**config.mk**
```make
export PLATFORM = sky130hd
export DESIGN_NAME = spi_dual_ctrl
export DESIGN_NICKNAME = d
export VERILOG_FILES = /design/src/rtl/spi_dual_pkg.sv /design/src/rtl/spi_rate_gen.sv /design/src/rtl/spi_pin_sync.sv /design/src/rtl/spi_dual_ctrl.sv
export SDC_FILE = /design/constraint.sdc
export NUM_CORES = 1
export LEC_CHECK = 0
export ABC_AREA = 1
export BUFFER_PORTS_ARGS = -buffer_cell sky130_fd_sc_hd__buf_4
export CORE_MARGIN = 1
export CORE_UTILIZATION = 30
export CTS_CLUSTER_DIAMETER = 50
export CTS_CLUSTER_SIZE = 16
export DETAILED_ROUTE_END_ITERATION = 6
export MAX_ROUTING_LAYER = met4
export SLEW_MARGIN = 0
export SYNTH_ARGS = -nofsm -noshare
export SYNTH_HDL_FRONTEND = slang
export SYNTH_SLANG_ARGS = --single-unit
```
**constraint.sdc**
```tcl
create_clock -name clk -period 1.95 [get_ports clk]
set_clock_uncertainty 0.15 [all_clocks]
set_input_delay 0.2925 -clock clk [delete_from_list [all_inputs] [get_ports clk]]
set_output_delay 0.2925 -clock clk [all_outputs]
set_load 0.01 [all_outputs]
```
**src/rtl/spi_dual_pkg.sv**
```systemverilog
package spi_dual_pkg;
    localparam int unsigned BYTE_W   = 8;
    localparam int unsigned EDGES    = 2 * BYTE_W;
    localparam int unsigned CNT_W    = $clog2(EDGES + 2);
    localparam int unsigned RATE_W   = 3;
    localparam int unsigned RATE_MAX = 6;

    localparam logic [1:0] A_CTRL = 2'd0;
    localparam logic [1:0] A_STAT = 2'd1;
    localparam logic [1:0] A_RATE = 2'd2;
    localparam logic [1:0] A_DATA = 2'd3;

    typedef struct packed {
        logic target;
        logic cpha;
        logic cpol;
        logic master;
        logic en;
    } cfg_t;

    typedef struct packed {
        cfg_t              cfg;
        logic [RATE_W-1:0] rate;
        logic [BYTE_W-1:0] shreg;
        logic [BYTE_W-1:0] rxd;
        logic              smp;
        logic              outb;
        logic [CNT_W-1:0]  ecnt;
        logic              busy;
        logic              done;
        logic              sck;
        logic [1:0]        ss;
        logic              ss_prev;
        logic              sck_prev;
    } core_t;
endpackage

```
**src/rtl/spi_rate_gen.sv**
```systemverilog
module spi_rate_gen #(
    parameter int unsigned RATE_W   = 3,
    parameter int unsigned RATE_MAX = 6
) (
    input  logic              clk,
    input  logic              rst_n,
    input  logic              run,
    input  logic [RATE_W-1:0] rate,
    output logic              tick
);
    localparam int unsigned STG_W = (RATE_MAX > 0) ? RATE_MAX : 1;

    logic [STG_W-1:0]  cnt_d, cnt_q;
    logic [STG_W-1:0]  stage_used;
    logic [RATE_W-1:0] eff;

    assign eff = (32'(rate) > RATE_MAX) ? RATE_W'(RATE_MAX) : rate;

    // each divider stage halves the rate; a stage joins the tap when selected
    for (genvar i = 0; i < STG_W; i++) begin : g_stage
        assign stage_used[i] = (32'(eff) > i);
    end

    assign tick = &(cnt_q | ~stage_used);

    always_comb begin
        cnt_d = run ? cnt_q + 1'b1 : '0;
    end

    always_ff @(posedge clk) begin
        if (!rst_n) cnt_q <= '0;
        else        cnt_q <= cnt_d;
    end
endmodule

```
**src/rtl/spi_pin_sync.sv**
```systemverilog
module spi_pin_sync #(
    parameter int unsigned W      = 3,
    parameter int unsigned STAGES = 2
) (
    input  logic         clk,
    input  logic         rst_n,
    input  logic [W-1:0] async_in,
    output logic [W-1:0] sync_out
);
    logic [W-1:0] stg_q [STAGES];

    always_ff @(posedge clk) begin
        if (!rst_n) begin
            for (int i = 0; i < STAGES; i++) stg_q[i] <= '0;
        end else begin
            stg_q[0] <= async_in;
            for (int i = 1; i < STAGES; i++) stg_q[i] <= stg_q[i-1];
        end
    end

    assign sync_out = stg_q[STAGES-1];
endmodule

```
**src/rtl/spi_dual_ctrl.sv**
```systemverilog
module spi_dual_ctrl
    import spi_dual_pkg::*;
#(
    parameter int unsigned SYNC_STAGES = 2
) (
    input  logic              clk,
    input  logic              rst_n,
    input  logic              reg_wr,
    input  logic              reg_rd,
    input  logic [1:0]        reg_addr,
    input  logic [BYTE_W-1:0] reg_wdata,
    output logic [BYTE_W-1:0] reg_rdata,
    output logic              sck_o,
    input  logic              sck_i,
    output logic              mosi_o,
    input  logic              mosi_i,
    output logic              miso_o,
    output logic              miso_oe,
    input  logic              miso_i,
    output logic [1:0]        ss_o,
    input  logic              ss_i
);
    core_t q, n;

    logic              tick;
    logic              s_sck, s_mosi, s_ss;
    logic              wr_data;
    logic              lead;
    logic [BYTE_W-1:0] nxt_sh;

    // observation points for the checker
    logic cfg_en, cfg_master, cfg_cpol, busy_w, done_w;
    assign cfg_en     = q.cfg.en;
    assign cfg_master = q.cfg.master;
    assign cfg_cpol   = q.cfg.cpol;
    assign busy_w     = q.busy;
    assign done_w     = q.done;

    spi_rate_gen #(
        .RATE_W  (RATE_W),
        .RATE_MAX(RATE_MAX)
    ) u_rate (
        .clk  (clk),
        .rst_n(rst_n),
        .run  (q.busy && q.cfg.en && q.cfg.master),
        .rate (q.rate),
        .tick (tick)
    );

    spi_pin_sync #(
        .W     (3),
        .STAGES(SYNC_STAGES)
    ) u_sync (
        .clk     (clk),
        .rst_n   (rst_n),
        .async_in({sck_i, mosi_i, ss_i}),
        .sync_out({s_sck, s_mosi, s_ss})
    );

    assign wr_data = reg_wr && (reg_addr == A_DATA);

    always_comb begin
        n      = q;
        lead   = 1'b0;
        nxt_sh = q.shreg;

        if (reg_wr && reg_addr == A_CTRL) n.cfg  = cfg_t'(reg_wdata[4:0]);
        if (reg_wr && reg_addr == A_RATE) n.rate = reg_wdata[RATE_W-1:0];
        if (reg_rd && reg_addr == A_STAT) n.done = 1'b0;

        n.ss_prev  = s_ss;
        n.sck_prev = s_sck;

        if (q.cfg.en && q.cfg.master) begin
            if (!q.busy) begin
                n.sck = n.cfg.cpol;
                if (wr_data) begin
                    n.shreg = reg_wdata;
                    n.outb  = reg_wdata[BYTE_W-1];
                    n.busy  = 1'b1;
                    n.ecnt  = '0;
                    n.ss    = q.cfg.target ? 2'b10 : 2'b01;
                end
            end else if (tick) begin
                if (q.ecnt == CNT_W'(EDGES)) begin
                    // guard half-period elapsed after the last edge
                    n.busy = 1'b0;
                    n.done = 1'b1;
                    n.rxd  = q.shreg;
                    n.ss   = 2'b00;
                    n.sck  = q.cfg.cpol;
                end else begin
                    n.sck  = ~q.sck;
                    n.ecnt = q.ecnt + 1'b1;
                    lead   = ~q.ecnt[0];
                    if (lead) begin
                        if (q.cfg.cpha) n.outb = q.shreg[BYTE_W-1];
                        else            n.smp  = miso_i;
                    end else begin
                        n.shreg = {q.shreg[BYTE_W-2:0], q.cfg.cpha ? miso_i : q.smp};
                    end
                end
            end
        end else begin
            n.ss  = 2'b00;
            n.sck = n.cfg.cpol;
            if (q.cfg.en) begin
                if (!q.busy && wr_data) begin
                    n.shreg = reg_wdata;
                    n.outb  = reg_wdata[BYTE_W-1];
                end
                if (s_ss && !q.ss_prev) begin
                    n.busy = 1'b1;
                    n.ecnt = '0;
                    n.outb = n.shreg[BYTE_W-1];
                end else if (!s_ss) begin
                    n.busy = 1'b0;
                end else if (q.busy && (s_sck != q.sck_prev)) begin
                    lead   = (s_sck != q.cfg.cpol);
                    n.ecnt = q.ecnt + 1'b1;
                    if (lead) begin
                        if (q.cfg.cpha) n.outb = q.shreg[BYTE_W-1];
                        else            n.smp  = s_mosi;
                    end else begin
                        nxt_sh  = {q.shreg[BYTE_W-2:0], q.cfg.cpha ? s_mosi : q.smp};
                        n.shreg = nxt_sh;
                    end
                    if (q.ecnt == CNT_W'(EDGES - 1)) begin
                        n.busy = 1'b0;
                        n.done = 1'b1;
                        n.rxd  = nxt_sh;
                    end
                end
            end else begin
                n.busy = 1'b0;
                n.ecnt = '0;
            end
        end
    end

    always_ff @(posedge clk) begin
        if (!rst_n) q <= '0;
        else        q <= n;
    end

    always_comb begin
        case (reg_addr)
            A_CTRL:  reg_rdata = BYTE_W'(q.cfg);
            A_STAT:  reg_rdata = BYTE_W'({q.done, q.busy});
            A_RATE:  reg_rdata = BYTE_W'(q.rate);
            default: reg_rdata = q.rxd;
        endcase
    end

    assign sck_o   = q.sck;
    assign ss_o    = q.ss;
    assign mosi_o  = q.cfg.cpha ? q.outb : q.shreg[BYTE_W-1];
    assign miso_o  = q.cfg.cpha ? q.outb : q.shreg[BYTE_W-1];
    assign miso_oe = q.cfg.en && !q.cfg.master && ss_i;
endmodule

```
Word-level counts from Yosys, hierarchy flattened:

Memory sizes are Yosys's and may differ from the RTL's.
Cells that the tools add are included.

* $add $sub $neg: 2
* multiply operators: 0
* divide/modulo/power cells: 0
* $lt $le $gt $ge: 7
* equality and inequality tests: 27
* shifts and indexed selects: 0
* multiplexer cells: 55
* bitwise gates (word level): 5
* reductions and logical operators: 32

Operator list (count)
* 2-to-1 mux 8 bit: 11
* 2-to-1 mux 28 bit: 2
* 2-to-1 mux 7 bit: 4
* 2-to-1 mux 25 bit: 1
* one-hot mux 8 bit (3 select lines): 1
* 2-to-1 mux 23 bit: 1
* 2-to-1 mux 1 bit: 19
* 2-to-1 mux 18 bit: 1
* != test 3 bit, second input constant: 6
* 2-to-1 mux 17 bit: 1
* 2-to-1 mux 3 bit: 5
* 2-to-1 mux 2 bit: 7
* != test 2 bit, second input constant: 7
* logical AND 1 bit: 12
* AND reduction 6 bit: 2
* nonzero test 2 bit: 6
* AND reduction 11 bit: 1
* != test 5 bit, second input constant: 2
* AND reduction 5 bit: 2
* > comparator 3 bit, second input constant: 3
* 2-to-1 mux 9 bit: 1
* != test 4 x 1 -> 1 bit, second input constant: 2
* AND reduction 8 bit: 1
* adder 6 x 1 -> 6 bit, second input constant: 1
* other kinds (18): 29

* flip-flop bits (word level): 44
* latch bits: 0
* memory bits (writable): 6
* bits in read-only memories: 0
* input bits: 18
* output and inout bits: 14
* word-level logic and storage cells: 147
* memories: 1

Memory list
* u_sync.stg_q: words 2, width 3, rd ports 2, clocked after Yosys merged registers in 0, write ports 2, RTL line spi_pin_sync.sv:10 `logic [W-1:0] stg_q [STAGES];`

Depth between registers and ports, before layout:

Gate-level depths: netlist (run 1).

* word-level depth: 13
* depth in mapped cells: 13
* gate-level depth less buffers: 12

Hierarchy:

From an unflattened synthesis (run 1), not the netlist that was laid out.

* cells, all modules: 543
* area total of the unflattened synthesis: 3331.9 µm²

By module, submodules not included
* spi_dual_ctrl: times used 1, cells an instance 478, area an instance 2842.7 µm², seq. area each 760.7 µm²
* spi_rate_gen: times used 1, cells an instance 44, area an instance 301.5 µm², seq. area each 120.1 µm²
* spi_pin_sync: times used 1, cells an instance 21, area an instance 187.7 µm², seq. area each 120.1 µm²

Least setup slack after synthesis (run 1):

No wires, ideal clock.

* kind: register to register
* from: reg q[7] in the netlist's numbering
* to: reg q[21] in the netlist's numbering
* setup time: 0.113 ns
* data arrival time: 1.516 ns
* required time: 1.687 ns
* path slack: 0.171 ns
* cell stages (with the launch flop): 11
* path buffers: 1
* clock period less this slack: 1.779 ns
* cell sequence: dfxtp_1 inv_1 ha_1 nand2_1 nor3_1 nand2_1 a21oi_2 nand2_4 buf_6 nor2_1 nor2_1

* cells in the longest elaborated chain, start to end: 3
* elaborated cells between the ends (all ways): 5
* those cells by class: eq/ne (3); reduce/logical (2)

Ends and longest elaborated chain
* start: declaration: RTL line spi_dual_ctrl.sv:23 `core_t q, n;`
* start signal: assignment: RTL line spi_dual_ctrl.sv:143 `else q <= n;`
* equality test 5 bit or equality test 5 x 4 -> 1 bit (tied branches): RTL line spi_dual_ctrl.sv:85, spi_dual_ctrl.sv:128
* != test 2 x 1 -> 1 bit (no source line) or nonzero test 2 bit (tied branches)
* AND reduction 8 bit (no source line) *

Mark *: on every way between the ends. The rest lies on a longest branch, timed or not.
A chain may end at the register's enable or synchronous reset.

Final worst setup path (run 1):

* from: reg q[8] in the netlist's numbering
* to: reg q[16] in the netlist's numbering

Same word-level chain as after synthesis.

==> results.py, run 1 <==
metrics = {
    "power": {
        "powerDensity_mw_per_mm2": 554.7,
        "max-vdd-ir-drop_v": 0.0003264,
        "finalPower_mw": 2.192,
        "p_leak_nw": 1.913,
    },
    "placement": {
        "port_buffers": 31,
        "hpwl_microns": 7123,
        "gp_congestion": 0.9278,
    },
    "cts": {
        "cts_buffers": 5,
        "cts.sinks": 50,
        "cts_tree": "built",
        "clk_latency_ns": 0.31,
        "clockBufferDepth": 2,
        "cts.reportedPaths.clkPinSlew_ns": 0.10,
        "clockRootBuffer": "clkbuf_8",
        "htree_levels": 2,
    },
    "synth": {
        "synth-seq-cells": 50,
        "yosys.area_share.simple_pct": 43.39,
        "synth_cell_types": 35,
        "synthMuxAreaShare_pct": 0,
        "syn-cell-area_sq_mm": 0.003227,
        "synth_top_area_share_pct": 31.02,
        "synth_ff_type": "dfxtp_1",
        "synth-edff-count": 0,
        "ys_seq_area_share_pct": 31.02,
        "synth_cells": 532,
        "synth_compound_area_share_pct": 11.59,
        "synth_area_leader_cell": "dfxtp_1",
        "synthArstFlopShare_pct": 0,
        "avgSynthCellArea_sq_um": 6.065,
        "syn-num-nets": 554,
        "synth_top_family_by_area": "simple AND/OR/NAND/NOR gates",
        "yosysWarnings": 0,
        "synth_adder_area_share_pct": 1.551,
        "yosys-top-cells-area": "dfxtp_1, nand2_1, nor2_1, nand3_1, inv_1",
        "synth_xor_area_share_pct": 0.8143,
    },
    "worst_setup_path": {
        "worstReg2RegEnd": "q[16]",
        "crit_type": "reg2reg",
        "crit_fanout": 8,
        "crit_family": "simple AND/OR/NAND/NOR gates",
        "worstSetupStartpoint": "q[8]",
        "rr_worst_depth": 12,
        "crit_arrival_ns": 2.00,
        "slowest_delay_ns": 0.37,
        "r2r_slack_ns": 0.05,
        "critPathBufInv": 0,
        "cp.depth": 12,
        "cp_cell_sequence": "ha_4 -> nand2_1 -> nor2_1 -> ha_2 -> nand3_2 -> nand2_2 -> nand2_2 -> a21oi_4 -> nand2_4 -> nand2_2 -> nand2_1 -> nor2_1",
        "required_ns": 2.05,
        "endpoint_kind": "register",
        "worst_path_max_delay_cell": "dfxtp_2",
        "cp-start-kind": "register",
        "critPathCapture": "q[16]",
        "regToRegStartpoint": "q[8]",
        "cpMostUsedCell": "nand2_2",
    },
    "route": {
        "via_per_inst": 4.763,
        "dr.pass1.iters": 6,
        "drtIter0Drc": 238,
        "highest_layer": "met4",
        "wl_met1_microns": 4733,
        "dr_total_vias": 3439,
        "wl_met2_microns": 4298,
        "met3_length_microns": 541,
        "wl_per_cell_microns": 13.47,
        "drtAntennaViolNets": 0,
        "drcViolationCount": 0,
        "drt-total-wl_microns": 9728,
    },
    "global_routing": {
        "grt_pass1_vias": 3168,
        "track_usage_pct": 18.24,
        "antenna_found_initial": 0,
        "grt_first_pass_wirelength_microns": 15800,
        "grt_max_degree": 24,
        "overflow": 0,
    },
    "floorplan": {
        "num_rows": 37,
        "fp.dieH_microns": 105.7,
        "initial_core_util_pct": 31.12,
        "die_x_microns": 105.7,
        "fp.dieArea_sq_mm": 0.01117,
        "io_pins": 32,
        "core-area_sq_mm": 0.01037,
    },
    "timing": {
        "worst_pin_slew_ns": 0.3382,
        "max_slew_margin_pct": 77.42,
        "fmax_ghz": 0.5276,
        "hold_viol_final": 0,
        "finalCriticalPeriod_ns": 1.895,
        "setup_viol": 0,
        "drv_slew": 0,
        "grt_setup_unrepaired": "yes",
        "period_share_pct": 97.20,
    },
    "layout": {
        "final_cell_mix": "nand2_1, nor2_1, inv_1",
        "drive_above_1_share_pct": 19.80,
        "final_common_cell": "nand2_1",
        "nets": 607,
        "fill_cells": 1146,
        "diodes": 0,
        "postLayoutCoreUtil_pct": 38.12,
        "synthToLayoutAreaGrowth_pct": 22.49,
    },
    "worst_hold_path": {
        "hold_path.class": "in2reg",
    },
    "job": {
        "max-cap-violations": 0,
    },
    "outcome": {
        "status": "complete, no violations",
    },
}
-- power breakdown --
group	leakage, nW	internal, mW	switching [mW]
sequential	0.408	1.05	0.0342
clock	0.0585	0.385	0.382
combinational	1.45	0.122	0.217
total	1.91	1.56	0.633
-- flip-flops by register name, indices dropped and copies added, names as in the netlist --
register      cells
cfg_en            1
busy_w            1
u_sync.stg_q      6
u_rate.cnt_q      6
cfg_master        1
ss_o              2
cfg_cpol          1
done_w            1
q                30
sck_o             1
-- metrics by stage --
step	instance area, sq um	setup WS [ns]	hold slack, ns	instances	setup TNS, ns
after floorplan	3227	0.1714	0.2360	532	0
after global placement	3720	0.07586	0.2426	709	0
after detailed placement	3720	0.03883	0.2447	709	0
after CTS	3842	0.02812	0.002344	718	0
after global routing	3953	-0.08733	0.005856	722	-0.4241
final	3953	0.05466	0.01078	722	0
-- cell usage after synthesis (3+ instances only) --
| master | count |
|---|---|
| inv_1 | 68 |
| nand4_1 | 8 |
| nor2_1 | 71 |
| nor3_1 | 3 |
| a21oi_1 | 18 |
| nand2_4 | 3 |
| clkbuf_1 | 5 |
| ha_1 | 4 |
| buf_6 | 3 |
| nand2_2 | 11 |
| buf_2 | 3 |
| buf_4 | 4 |
| inv_2 | 6 |
| dfxtp_1 | 50 |
| o21ai_0 | 30 |
| nand3_1 | 51 |
| nand2_1 | 169 |
-- worst min-delay path by stage --
stage	startpoint	to	depth (start not counted)
final	sck_i	u_sync.stg_q[0][2]	3
after detailed placement	u_sync.stg_q[0][2]	u_sync.stg_q[0][5]	2
after global routing	sck_i	u_sync.stg_q[0][2]	3
after floorplan	ss_i	u_sync.stg_q[0][0]	2
after CTS	sck_i	u_sync.stg_q[0][2]	3
after global placement	u_sync.stg_q[0][1]	u_sync.stg_q[0][4]	2
-- metal layers --
layer / global-route usage, % / vias to the layer above
met5: - / -
met4: 4.762 / 0
met3: 2.103 / 14
met2: 28.57 / 129
met1: 24.87 / 1515
li1: - / 1781
-- tightest hold or removal path, cell delays in order --
cell     delay, ns
buf_4         0.08
nand2_1       0.04
inv_1         0.04
-- logic make-up after synthesis --
logic type	Yosys count
and+or+nand+nor	323
buffers and inverters	89
AOI/OAI and AO/OA	63
DFF	50
adders and majority gates	4
xor gates and xnor gates	3
-- cell type report --
type / count / area, sq um / area share (%)
Sequential cell: 50 / 1005 / 25.42
Inverter: 74 / 277.8 / 7.028
Clock buffer: 5 / 68.82 / 1.741
Timing Repair Buffer: 59 / 445.4 / 11.27
Multi-Input combinational cell: 395 / 1942 / 49.13
Clock inverter: 3 / 43.79 / 1.108
Tap cell: 136 / 170.2 / 4.305
-- timing repair --
item | 4_1_cts | 5_1_grt
resized for setup | 0 | 21
setup buffers | 0 | 2
hold endpoints to repair | 1 | 0
setup endpoints to repair | 0 | 23
hold buffers | 1 | 0
Note: power is estimated with default switching activity, not from simulation.
==> inputs of run 2 (changes only) <==
REMOVE_ABC_BUFFERS = 1   (was unset)
==> run 2 against run 1 <==
Compared with the run above: setup slack got worse by 0.024 ns; sequential share of layout area is 0.22 points higher; largest cell class unchanged; routed wire length decreased by 1.4%; worst hold slack worse by 0.00062 ns; cell area shrank 0.98%; critical endpoint is now q[19]; non-clock buffer count decreased by 1; clock power down 2%; first-iteration DRC count grew 9.2%; die area unchanged; flip-flop and latch count unchanged.
==> results.py, run 2 (synthesis gave the netlist of run 1 again) <==
metrics = {
    "global_routing": {
        "grt_max_degree": 21,
        "grt_first_pass_wirelength_microns": 15370,
        "overflow": 0,
        "grt_pass1_vias": 3136,
        "track_usage_pct": 17.70,
        "antenna_found_initial": 0,
    },
    "placement": {
        "port_buffers": 31,
        "hpwl_microns": 7047,
        "dp.cells": 709,
        "gp_congestion": 0.9279,
    },
    "cts": {
        "htree_levels": 2,
        "ctsHoldBuffers": 0,
        "cts.sinks": 50,
        "cts.reportedPaths.clkPinSlew_ns": 0.10,
        "clk_latency_ns": 0.31,
        "clockBufferDepth": 2,
        "cts_tree": "built",
        "clockRootBuffer": "clkbuf_8",
        "cts_buffers": 5,
    },
    "layout": {
        "synthToLayoutAreaGrowth_pct": 21.29,
        "postLayoutCoreUtil_pct": 37.74,
        "final_cell_mix": "nand2_1, nor2_1, inv_1",
        "reg_top3": "q x30, u_rate.cnt_q x6, u_sync.stg_q x6",
        "largest_register": "q",
        "fill_cells": 1140,
        "multi_input_area_sq_mm": 0.001921,
        "final_common_cell": "nand2_1",
        "nets": 605,
        "stdcell_count": 720,
        "largest_reg_flops": 30,
        "drive_above_1_share_pct": 19.01,
        "diodes": 0,
        "ff_latch_area_sq_mm": 0.001003,
    },
    "timing": {
        "hold_viol_final": 0,
        "grt_setup_unrepaired": "yes",
        "finalCriticalPeriod_ns": 1.919,
        "drv_slew": 0,
        "period_share_pct": 98.43,
        "worst_pin_slew_ns": 0.3611,
        "max_slew_margin_pct": 75.90,
        "fmax_ghz": 0.5210,
        "setup_viol": 0,
    },
    "worst_setup_path": {
        "slowest_delay_ns": 0.38,
        "required_ns": 2.06,
        "cpMostUsedCell": "nand2_2",
        "cp-start-kind": "register",
        "crit_arrival_ns": 2.03,
        "endpoint_kind": "register",
        "crit_type": "reg2reg",
        "crit_family": "simple AND/OR/NAND/NOR gates",
        "critPathBufInv": 0,
        "worstSetupStartpoint": "q[8]",
        "rr_worst_depth": 12,
        "cp_cell_sequence": "ha_4 -> nand2_2 -> nor2_2 -> ha_2 -> nand3_2 -> nand2_2 -> nand2_2 -> a21oi_4 -> nand2_4 -> nand2_1 -> nand2_1 -> nor2_1",
        "worst_path_max_delay_cell": "dfxtp_2",
        "regToRegStartpoint": "q[8]",
        "crit_fanout": 8,
        "cp.depth": 12,
    },
    "power": {
        "finalPower_mw": 2.178,
        "max-vdd-ir-drop_v": 0.0003366,
        "p_leak_nw": 1.906,
        "powerDensity_mw_per_mm2": 556.6,
    },
    "floorplan": {
        "core-area_sq_mm": 0.01037,
        "num_rows": 37,
        "initial_core_util_pct": 31.12,
        "fp.dieH_microns": 105.7,
        "io_pins": 32,
        "fp.dieArea_sq_mm": 0.01117,
        "die_x_microns": 105.7,
    },
    "route": {
        "dr.pass1.iters": 6,
        "drt-total-wl_microns": 9594,
        "drcViolationCount": 0,
        "wl_per_cell_microns": 13.33,
        "drtIter0Drc": 260,
        "via_per_inst": 4.822,
        "dr_total_vias": 3472,
        "drtAntennaViolNets": 0,
    },
    "job": {
        "max-cap-violations": 0,
    },
    "worst_hold_path": {
        "hold_path.class": "in2reg",
        "hp-start": "mosi_i",
        "min_path_cells": 3,
    },
    "outcome": {
        "status": "complete, no violations",
    },
}
## run 2: layout make-up
class,count,share of cell area [%]
Multi-Input combinational cell,394,49.07
Sequential cell,50,25.64
Timing Repair Buffer,58,11.13
Inverter,74,7.097
Tap cell,136,4.348
Clock buffer,7,1.950
Clock inverter,1,0.7673
## run 2: timing repair
action | CTS | global route
setup buffers | 0 | 2
gates resized for setup | 0 | 19
setup endpoints to repair | 0 | 19
## run 2: per-layer routing
layer / vias up / part of all wire, % / track usage, % / wire, microns
met1: 1546 / 46 / 22.81 / 4384
met3: 19 / 6.7 / 2.721 / 640
met5: - / 0 / - / 0
li1: 1771 / - / - / -
met4: 0 / 2.1 / 6.250 / 197
met2: 136 / 46 / 28.06 / 4371
## run 2: through the flow
step / setup TNS, ns / hold WS (ns) / instance area [sq um] / setup WS (ns)
floorplan: 0 / 0.2360 / 3129 / 0.1270
global placement: 0 / 0.2449 / 3720 / 0.05521
detailed placement: 0 / 0.2475 / 3720 / 0.01065
CTS: 0 / 0.006074 / 3826 / 0.05662
global route: -0.2897 / 0.01198 / 3914 / -0.06079
finish: 0 / 0.01016 / 3914 / 0.03070
## run 2: worst min-delay path: cells and delay by family
family	cells	cell delay, ns
buf+inv	2	0.12
simple gates	1	0.04
## run 2: power breakdown
part / switching [mW] / total, mW / leakage (nW) / internal (mW)
registers: 0.0341 / 1.09 / 0.407 / 1.05
clock network: 0.368 / 0.753 / 0.0524 / 0.385
logic: 0.215 / 0.340 / 1.45 / 0.125
## run 2: path summary, 6_finish.rpt
| check | end | slack [ns] |
|---|---|---|
| worst max-delay path | q[19] | 0.03 |
| worst min-delay path | u_sync.stg_q[0][1] | 0.01 |
| worst max register to register | q[19] | 0.03 |
| worst min register to register | u_sync.stg_q[0][3] | 0.27 |
==> inputs of run 3 (changes only) <==
CORE_MARGIN = 2   (was 1)
clock period = 2.26 ns   (was 1.95 ns; I/O delays follow)
==> run 3 against run 2 <==
Compared with the run above: clock power shrank 13%; sequential power shrank 14%; non-clock buffer count shrank 18; critical path type unchanged; critical endpoint is now q[14]; largest cell class unchanged.
==> results.py, run 3 (synthesis gave the netlist of run 1 again) <==
metrics = {
    "outcome": {
        "status": "complete, no violations",
    },
    "worst_setup_path": {
        "crit_fanout": 16,
        "slowest_delay_ns": 0.36,
        "critPathBufInv": 1,
        "cp_cell_sequence": "inv_1 -> ha_1 -> nand2_1 -> nor3_1 -> nand2_1 -> a21oi_2 -> nand2_4 -> nor2_1 -> nor2_1",
        "worst_path_max_delay_cell": "nor3_1",
        "cp-start-kind": "register",
        "crit_type": "reg2reg",
        "endpoint_kind": "register",
        "crit_arrival_ns": 2.11,
        "crit_family": "simple AND/OR/NAND/NOR gates",
        "worstSetupStartpoint": "q[7]",
        "required_ns": 2.32,
        "regToRegStartpoint": "q[7]",
    },
    "placement": {
        "hpwl_microns": 7069,
        "port_buffers": 31,
        "gp_congestion": 0.9789,
        "dp.cells": 693,
    },
    "global_routing": {
        "antenna_found_initial": 0,
        "grt_pass1_vias": 3154,
        "grt_max_degree": 23,
        "grt_first_pass_wirelength_microns": 15550,
        "track_usage_pct": 17.50,
        "overflow": 0,
    },
    "cts": {
        "cts.reportedPaths.clkPinSlew_ns": 0.10,
        "clk_latency_ns": 0.32,
        "clockBufferDepth": 2,
        "cts_buffers": 5,
        "cts.sinks": 50,
        "ctsHoldBuffers": 0,
        "ctsResizeCount": 0,
        "cts_tree": "built",
        "clockRootBuffer": "clkbuf_8",
        "post-cts-setup-buffers": 0,
        "htree_levels": 2,
    },
    "timing": {
        "grt_setup_unrepaired": "no",
        "period_share_pct": 90.57,
        "hold_viol_final": 0,
        "finalCriticalPeriod_ns": 2.047,
        "worst_pin_slew_ns": 0.4518,
        "fmax_ghz": 0.4885,
        "setup_viol": 0,
        "drv_slew": 0,
        "setup_total_negative_slack_ns": 0,
        "max_slew_margin_pct": 69.65,
    },
    "layout": {
        "final_common_cell": "nand2_1",
        "postLayoutCoreUtil_pct": 35.77,
        "reg_top3": "q x30, u_rate.cnt_q x6, u_sync.stg_q x6",
        "multi_input_area_sq_mm": 0.001851,
        "ff_latch_area_sq_mm": 0.001001,
        "final_cell_mix": "nand2_1, nor2_1, inv_1",
        "diodes": 0,
        "synthToLayoutAreaGrowth_pct": 14.97,
        "nets": 586,
        "largest_register": "q",
        "largest_reg_flops": 30,
        "fill_cells": 1145,
        "drive_above_1_share_pct": 13.98,
        "stdcell_count": 701,
    },
    "job": {
        "max-cap-violations": 0,
    },
    "route": {
        "drt-total-wl_microns": 9514,
        "via_per_inst": 4.832,
        "drtIter0Drc": 357,
        "drtAntennaViolNets": 0,
        "dr.pass1.iters": 5,
        "dr_total_vias": 3387,
        "wl_per_cell_microns": 13.57,
        "drcViolationCount": 0,
    },
    "floorplan": {
        "core-area_sq_mm": 0.01037,
        "fp.dieH_microns": 107.7,
        "num_rows": 37,
        "io_pins": 32,
        "die_x_microns": 107.7,
        "initial_core_util_pct": 31.12,
        "fp.dieArea_sq_mm": 0.01160,
    },
    "power": {
        "max-vdd-ir-drop_v": 0.0002070,
        "finalPower_mw": 1.872,
        "p_leak_nw": 1.803,
        "powerDensity_mw_per_mm2": 504.6,
    },
    "worst_hold_path": {
        "hp-start": "mosi_i",
        "hold_path.class": "in2reg",
    },
}
==> run 3: through the flow <==
stage	cell area (sq um)	setup slack [ns]	hold slack (ns)
finish	3710	0.2131	0.05612
detailed placement	3600	0.2537	0.2513
CTS	3710	0.2528	0.05319
floorplan	3129	0.4370	0.2400
global route	3710	0.01522	0.05364
global placement	3600	0.3261	0.2423
==> run 3: cell type report <==
cell class	instances	share of cell area, %
multi-input combinational	393	49.88
sequential	50	26.98
timing repair buffer	40	8.094
inverter	74	7.487
tap	136	4.587
clock buffer	6	1.956
clock inverter	2	1.012
==> run 3: power by group <==
| group | switching (mW) | leakage, nW | total, mW | internal, mW |
|---|---|---|---|---|
| registers | 0.0295 | 0.406 | 0.937 | 0.907 |
| clock network | 0.323 | 0.0514 | 0.654 | 0.331 |
| logic | 0.182 | 1.35 | 0.281 | 0.0985 |
| total | 0.535 | 1.80 | 1.87 | 1.34 |
==> run 3: path summary, 6_finish.rpt <==
path	end	slack, ns	cells past startpoint
worst max-delay path	q[14]	0.21	9
worst min-delay path	u_sync.stg_q[0][1]	0.06	3
worst max register to register	q[14]	0.21	9
worst min register to register	u_sync.stg_q[0][4]	0.27	2
==> run 3: worst reg2reg max path, delay by kind of cell (launching register included) <==
family                   cells  cell delay, ns
adder cells (fa/ha/maj)      1            0.19
AO/OA/AOI/OAI                1            0.23
AND/OR/NAND/NOR              6            0.90
buffers and inverters        1            0.16
flip-flops                   1            0.32
==> run 3: per-layer routing <==
| metal | share of wire (%) | track usage, % | vias to the layer above | wire length [microns] |
|---|---|---|---|---|
| met5 | 0 | - | - | 0 |
| met4 | 2.7 | 6.777 | 0 | 253 |
| met3 | 8.3 | 3.208 | 27 | 790 |
| met2 | 45 | 27.58 | 153 | 4295 |
| met1 | 44 | 22.25 | 1476 | 4174 |
| li1 | - | - | 1731 | - |
